`src/rtl/dacwr_pkg.sv`:
```
`timescale 1ns/1ps
package dacwr_pkg;

  typedef enum logic [2:0] {
    ST_IDLE  = 3'd0,
    ST_DRIVE = 3'd1,
    ST_CSLOW = 3'd2,
    ST_WRLOW = 3'd3,
    ST_HOLD  = 3'd4
  } seqState_t;

  // Strobes from control to datapath
  typedef struct packed {
    logic capture;
    logic csLow;
    logic wrLow;
  } strobe_t;

  function automatic int ceilDiv(input int num, input int den);
    return (num + den - 1) / den;
  endfunction

  function automatic int maxOf(input int a, input int b);
    return (a > b) ? a : b;
  endfunction

endpackage

```
`src/rtl/dacwr_ctrl.sv`:
```
`timescale 1ns/1ps
module dacwr_ctrl
  import dacwr_pkg::*;
#(
  parameter int DRIVE_CYC = 1,
  parameter int CSLOW_CYC = 1,
  parameter int WRLOW_CYC = 10,
  parameter int HOLD_CYC  = 2,
  parameter int CNT_W     = 4
) (
  input  logic    clk,
  input  logic    rst,
  input  logic    reqValid,
  output logic    reqReady,
  output strobe_t strobes
);

  seqState_t state;
  logic [CNT_W-1:0] cnt;

  always_ff @(posedge clk) begin
    if (rst) begin
      state <= ST_IDLE;
      cnt   <= '0;
    end else begin
      case (state)
        ST_IDLE: begin
          if (reqValid) begin
            state <= ST_DRIVE;
            cnt   <= CNT_W'(DRIVE_CYC - 1);
          end
        end
        ST_DRIVE: begin
          if (cnt == '0) begin
            state <= ST_CSLOW;
            cnt   <= CNT_W'(CSLOW_CYC - 1);
          end else begin
            cnt <= cnt - 1'b1;
          end
        end
        ST_CSLOW: begin
          if (cnt == '0) begin
            state <= ST_WRLOW;
            cnt   <= CNT_W'(WRLOW_CYC - 1);
          end else begin
            cnt <= cnt - 1'b1;
          end
        end
        ST_WRLOW: begin
          if (cnt == '0) begin
            state <= ST_HOLD;
            cnt   <= CNT_W'(HOLD_CYC - 1);
          end else begin
            cnt <= cnt - 1'b1;
          end
        end
        ST_HOLD: begin
          if (cnt == '0) begin
            state <= ST_IDLE;
          end else begin
            cnt <= cnt - 1'b1;
          end
        end
        default: begin
          state <= ST_IDLE;
          cnt   <= '0;
        end
      endcase
    end
  end

  always_comb begin
    reqReady        = (state == ST_IDLE);
    strobes.capture = (state == ST_IDLE) && reqValid;
    strobes.csLow   = (state == ST_CSLOW) || (state == ST_WRLOW);
    strobes.wrLow   = (state == ST_WRLOW);
  end

endmodule

```
`src/rtl/dacwr_datapath.sv`:
```
`timescale 1ns/1ps
module dacwr_datapath
  import dacwr_pkg::*;
#(
  parameter int DATA_W = 8
) (
  input  logic              clk,
  input  logic              rst,
  input  strobe_t           strobes,
  input  logic              reqAddr,
  input  logic [DATA_W-1:0] reqData,
  output logic              dacCsN,
  output logic              dacWrN,
  output logic              dacChSel,
  output logic [DATA_W-1:0] dacData
);

  logic              chSelQ;
  logic [DATA_W-1:0] dataQ;

  always_ff @(posedge clk) begin
    if (rst) begin
      chSelQ <= 1'b0;
      dataQ  <= '0;
    end else if (strobes.capture) begin
      chSelQ <= reqAddr;
      dataQ  <= reqData;
    end
  end

  assign dacChSel = chSelQ;
  assign dacData  = dataQ;
  assign dacCsN   = ~strobes.csLow;
  assign dacWrN   = ~strobes.wrLow;

endmodule

```
`src/rtl/dacwr_latch_model.sv`:
```
`timescale 1ns/1ps
module dacwr_latch_model #(
  parameter int DATA_W = 8,
  parameter int N_CH   = 2
) (
  input  logic              clk,
  input  logic              rst,
  input  logic              csN,
  input  logic              wrN,
  input  logic              chSel,
  input  logic [DATA_W-1:0] busData,
  output logic [DATA_W-1:0] latchA,
  output logic [DATA_W-1:0] latchB
);

  logic [DATA_W-1:0] latchQ [N_CH];

  for (genvar ch = 0; ch < N_CH; ch++) begin : g_ch
    always_ff @(posedge clk) begin
      if (rst) begin
        latchQ[ch] <= '0;
      end else if (!csN && !wrN && (int'(chSel) == ch)) begin
        latchQ[ch] <= busData;
      end
    end
  end

  assign latchA = latchQ[0];
  assign latchB = latchQ[1];

endmodule

```
`src/rtl/dacwr_seq.sv`:
```
`timescale 1ns/1ps
module dacwr_seq
  import dacwr_pkg::*;
#(
  parameter int DATA_W        = 8,
  parameter int CLK_PERIOD_NS = 5,
  parameter int CS_SETUP_NS   = 50,
  parameter int SEL_SETUP_NS  = 50,
  parameter int SEL_HOLD_NS   = 10,
  parameter int DATA_SETUP_NS = 25,
  parameter int DATA_HOLD_NS  = 10,
  parameter int WR_PULSE_NS   = 50
) (
  input  logic              clk,
  input  logic              rst,
  input  logic              reqValid,
  input  logic              reqAddr,
  input  logic [DATA_W-1:0] reqData,
  output logic              reqReady,
  output logic              dacCsN,
  output logic              dacWrN,
  output logic              dacChSel,
  output logic [DATA_W-1:0] dacData,
  output logic [DATA_W-1:0] latchA,
  output logic [DATA_W-1:0] latchB
);

  localparam int CS_CYC  = ceilDiv(CS_SETUP_NS, CLK_PERIOD_NS);
  localparam int SS_CYC  = ceilDiv(SEL_SETUP_NS, CLK_PERIOD_NS);
  localparam int SH_CYC  = ceilDiv(SEL_HOLD_NS, CLK_PERIOD_NS);
  localparam int DS_CYC  = ceilDiv(DATA_SETUP_NS, CLK_PERIOD_NS);
  localparam int DH_CYC  = ceilDiv(DATA_HOLD_NS, CLK_PERIOD_NS);
  localparam int WR_CYC  = maxOf(1, ceilDiv(WR_PULSE_NS, CLK_PERIOD_NS));
  // chip select leads the write strobe by at least one cycle
  localparam int CSL_CYC = maxOf(1, CS_CYC - WR_CYC);
  localparam int DRV_CYC = maxOf(1, maxOf(SS_CYC, DS_CYC) - CSL_CYC - WR_CYC);
  localparam int HLD_CYC = maxOf(1, maxOf(SH_CYC, DH_CYC));
  localparam int MAX_PH  = maxOf(maxOf(DRV_CYC, CSL_CYC), maxOf(WR_CYC, HLD_CYC));
  localparam int CNT_W   = maxOf(1, $clog2(MAX_PH + 1));

  strobe_t strobes;

  dacwr_ctrl #(
    .DRIVE_CYC(DRV_CYC),
    .CSLOW_CYC(CSL_CYC),
    .WRLOW_CYC(WR_CYC),
    .HOLD_CYC (HLD_CYC),
    .CNT_W    (CNT_W)
  ) u_ctrl (
    .clk     (clk),
    .rst     (rst),
    .reqValid(reqValid),
    .reqReady(reqReady),
    .strobes (strobes)
  );

  dacwr_datapath #(.DATA_W(DATA_W)) u_dp (
    .clk     (clk),
    .rst     (rst),
    .strobes (strobes),
    .reqAddr (reqAddr),
    .reqData (reqData),
    .dacCsN  (dacCsN),
    .dacWrN  (dacWrN),
    .dacChSel(dacChSel),
    .dacData (dacData)
  );

  dacwr_latch_model #(.DATA_W(DATA_W), .N_CH(2)) u_model (
    .clk    (clk),
    .rst    (rst),
    .csN    (dacCsN),
    .wrN    (dacWrN),
    .chSel  (dacChSel),
    .busData(dacData),
    .latchA (latchA),
    .latchB (latchB)
  );

endmodule

```
`config.mk`:
```
export PLATFORM = sky130hd
export DESIGN_NAME = dacwr_seq
export DESIGN_NICKNAME = d
export VERILOG_FILES = /design/src/rtl/dacwr_pkg.sv /design/src/rtl/dacwr_ctrl.sv /design/src/rtl/dacwr_datapath.sv /design/src/rtl/dacwr_latch_model.sv /design/src/rtl/dacwr_seq.sv
export SDC_FILE = /design/constraint.sdc
export NUM_CORES = 1
export LEC_CHECK = 0
export ABC_CLOCK_PERIOD_IN_PS = 1500
export BUFFER_PORTS_ARGS = -buffer_cell sky130_fd_sc_hd__clkbuf_2
export CAP_MARGIN = 20
export CORE_AREA = 2 2 59 61
export CTS_BUF_LIST = sky130_fd_sc_hd__clkbuf_8
export DETAILED_ROUTE_END_ITERATION = 12
export DIE_AREA = 0 0 61 63
export GPL_TIMING_DRIVEN = 0
export PLACE_DENSITY = 0.76
export RECOVER_POWER = 100
export SYNTH_ARGS = -nofsm -noshare
export SYNTH_HDL_FRONTEND = slang
export SYNTH_SLANG_ARGS = --single-unit
```
`constraint.sdc`:
```
create_clock -name clk -period 1.5 [get_ports clk]
set_input_delay 0.3 -clock clk [delete_from_list [all_inputs] [get_ports clk]]
set_output_delay 0.3 -clock clk [all_outputs]
set_load 0.01 [all_outputs]
```
==> flow_summary.json <==
{
  "ff2ff_setup_slack_ps": -110,
  "vdd_drop_max_mv": 1.19,
  "final_cell_mix": "27 x clkbuf_1, 22 x nand2_1, 16 x and2_1, 16 x edfxtp_1",
  "hp-class": "input pin to flip-flop",
  "core.rowCount": 21,
  "routabilityCongestion": 0.875,
  "finalSetupViolCount": 14,
  "holdBufCountCts": 0,
  "violations": "negative setup slack",
  "muxShareOfSynthArea": 0.00659,
  "antennaDiodeCount": 0,
  "cts_sinks": 32,
  "antenna_left": 0,
  "yosys.area_share.simple": 0.297,
  "wl_per_cell_um": 14.7,
  "ys_seq_area_frac": 0.527,
  "status": "finished with violations",
  "synthAdderAreaFrac": 0.0165,
  "drive_gt1_frac": 0.284,
  "synth_flop_cell": "edfxtp_1",
  "place_hpwl_mm": 2.40,
  "critPathKind": "flip-flop to flip-flop",
  "met3_usage": 0.0642,
  "synth_area_um2": 1520,
  "fillCellCount": 288,
  "tightest_slew_ps": 574,
  "finalCriticalPeriod_ps": 1610,
  "leakage_nw": 0.801,
  "path_clk_slew_ps": 70,
  "placed_cell_area_um2": 1780,
  "initial_core_util": 0.470,
  "clockBufferDepth": 2,
  "final_hold_viol_count": 0,
  "fin_area_um2": 2030,
  "drt_iter0_markers": 33,
  "finalCritPeriodShare": 1.07,
  "grt_overflow_total": 0,
  "drc": 0,
  "io_pins": 40,
  "htree_levels": 2,
  "synthDistinctLibCells": 47,
  "ys_warn_count": 0,
  "clk_root_buffer_cell": "clkbuf_8",
  "busiest_layer": "met2",
  "dieArea_um2": 3840,
  "synthArstFlopShare": 0,
  "crit_arrival_ps": 1820,
  "synth_edf_count": 16,
  "slew_headroom": 0.618,
  "synth_top_family_by_area": "simple AND/OR/NAND/NOR gates",
  "syn_inst": 147,
  "viasPerCell": 5.24,
  "worst_setup_path_start_kind": "flip-flop",
  "post-place-ws_ps": -151,
  "met2_usage": 0.366,
  "power_w": 0.00384,
  "via_count": 1331,
  "syn_nets": 161,
  "cts_buffers": 5,
  "cts_tree": "yes",
  "die_x_um": 61,
  "syn_area_per_cell_um2": 10.3,
  "grt_pass1_wl_mm": 5.95,
  "synth_xor_area_frac": 0.00577,
  "synth_compound_area_frac": 0.106,
  "antenna_found_initial": 0,
  "critPathMaxFanout": 4,
  "slew_viol_final": 0,
  "coreArea_um2": 3230,
  "area_delta_synth_final_pct": 33.9,
  "cap_violations": 0,
  "dieHeight_um": 63,
  "grt_use_total": 0.208,
  "io_buffer_count": 38,
  "timing.final.ws_setup_ps": -109,
  "rsz0062_at_grt": "true",
  "p_per_area_nw_per_um2": 1890,
  "ys_seq_elements": 32,
  "drtPass1Iterations": 4,
  "required_ps": 1710,
  "grt_pass1_vias": 1328,
  "worstSkewPairLatency_ps": 280,
  "layout_commonest_cell": "clkbuf_1",
  "clock_skew_ps": 5.83,
  "nets": 221,
  "grt_max_degree": 11,
  "fmax_mhz": 621,
  "end_kind": "flip-flop",
  "use_met1": 0.213,
  "wirelength_mm": 3.74
}
-- worst paths after layout --
path                                                     end  cells after the start                          from
worst min-delay path            u_dp.dacData[6]$_SDFFE_PP0P_                      3                    reqData[6]
worst min register to register  u_dp.dacData[5]$_SDFFE_PP0P_                      2  u_dp.dacData[5]$_SDFFE_PP0P_
worst max-delay path              u_ctrl.cnt[3]$_SDFFE_PP0P_                      8    u_ctrl.cnt[1]$_SDFFE_PP0P_
worst max register to register    u_ctrl.cnt[3]$_SDFFE_PP0P_                      8    u_ctrl.cnt[1]$_SDFFE_PP0P_
-- state kept, by name (all words and copies together) (netlist names) --
signal	flops
u_dp.dacChSel	1
u_dp.dacData	8
u_model.latchQ	16
u_ctrl.state	3
u_ctrl.cnt	4
-- synth_stat cells (all sizes together) (2+ instances only) --
cell type	n	area [um^2]
or2	2	12.5
dfxtp	16	320
and2	16	100
nor3	8	55.1
nor4b	2	32.5
clkbuf	3	15.0
edfxtp	16	480
inv	5	18.8
o21ai	2	10.0
nor2	7	42.5
nor2b	2	12.5
nand2	24	92.6
buf	4	28.8
ha	2	25.0
nor4	2	12.5
a21oi	13	68.8
nor3b	2	26.3
nand3	3	15.0
-- metal layers --
| metal | vias to the layer above | part of all wire |
|---|---|---|
| met5 | - | 0 |
| met4 | 0 | 0.021 |
| met3 | 10 | 0.055 |
| met2 | 51 | 0.55 |
| met1 | 627 | 0.38 |
| li1 | 643 | - |
-- cell families after synthesis --
logic type               count (synthesis)
multiplexers                             1
AO/OA/AOI/OAI                           25
adder cells (fa/ha/maj)                  2
AND/OR/NAND/NOR                         74
buffers and inverters                   12
flip-flops                              32
XOR/XNOR                                 1
-- power by group --
part | switching, W | internal, W | leakage (nW)
sequential | 0.000133 | 0.00107 | 0.298
combinational | 0.000993 | 0.000855 | 0.450
clock | 0.000312 | 0.000483 | 0.0532
-- critical path, stage by stage, from the launching register on --
cell and delay [ps]:
dfxtp_2 330, inv_2 80, ha_4 140, or3b_1 360, buf_6 140, buf_4 140, nor3_2 170, nor3_1 70
nor3_2 100
-- stage by stage --
step	instances	TNS, ps	util	hold WS, ps
2_1_floorplan	147	-1.07	-	436
3_3_place_gp	231	-1090	0.552	470
3_5_place_dp	231	-1790	0.552	476
4_1_cts	244	-146	0.610	233
5_1_grt	254	-2620	0.629	239
6_report	254	-509	0.629	238
-- final cells by class --
type	count	area, um^2	area share
Timing Repair Buffer	53	278	0.137
Sequential cell	32	806	0.396
Tap cell	46	57.6	0.0283
Inverter	5	21.3	0.0105
Clock buffer	5	68.8	0.0338
Clock inverter	3	37.5	0.0185
Multi-Input combinational cell	103	708	0.348
Buffer	7	56.3	0.0277
-- what timing repair did --
| action | in CTS | in global routing |
|---|---|---|
| pin swaps | 5 | 5 |
| setup endpoints to repair | 30 | 35 |
| resized for setup | 13 | 8 |
| buffers inserted | 5 | 10 |
Power figures use the tool's default switching activity.
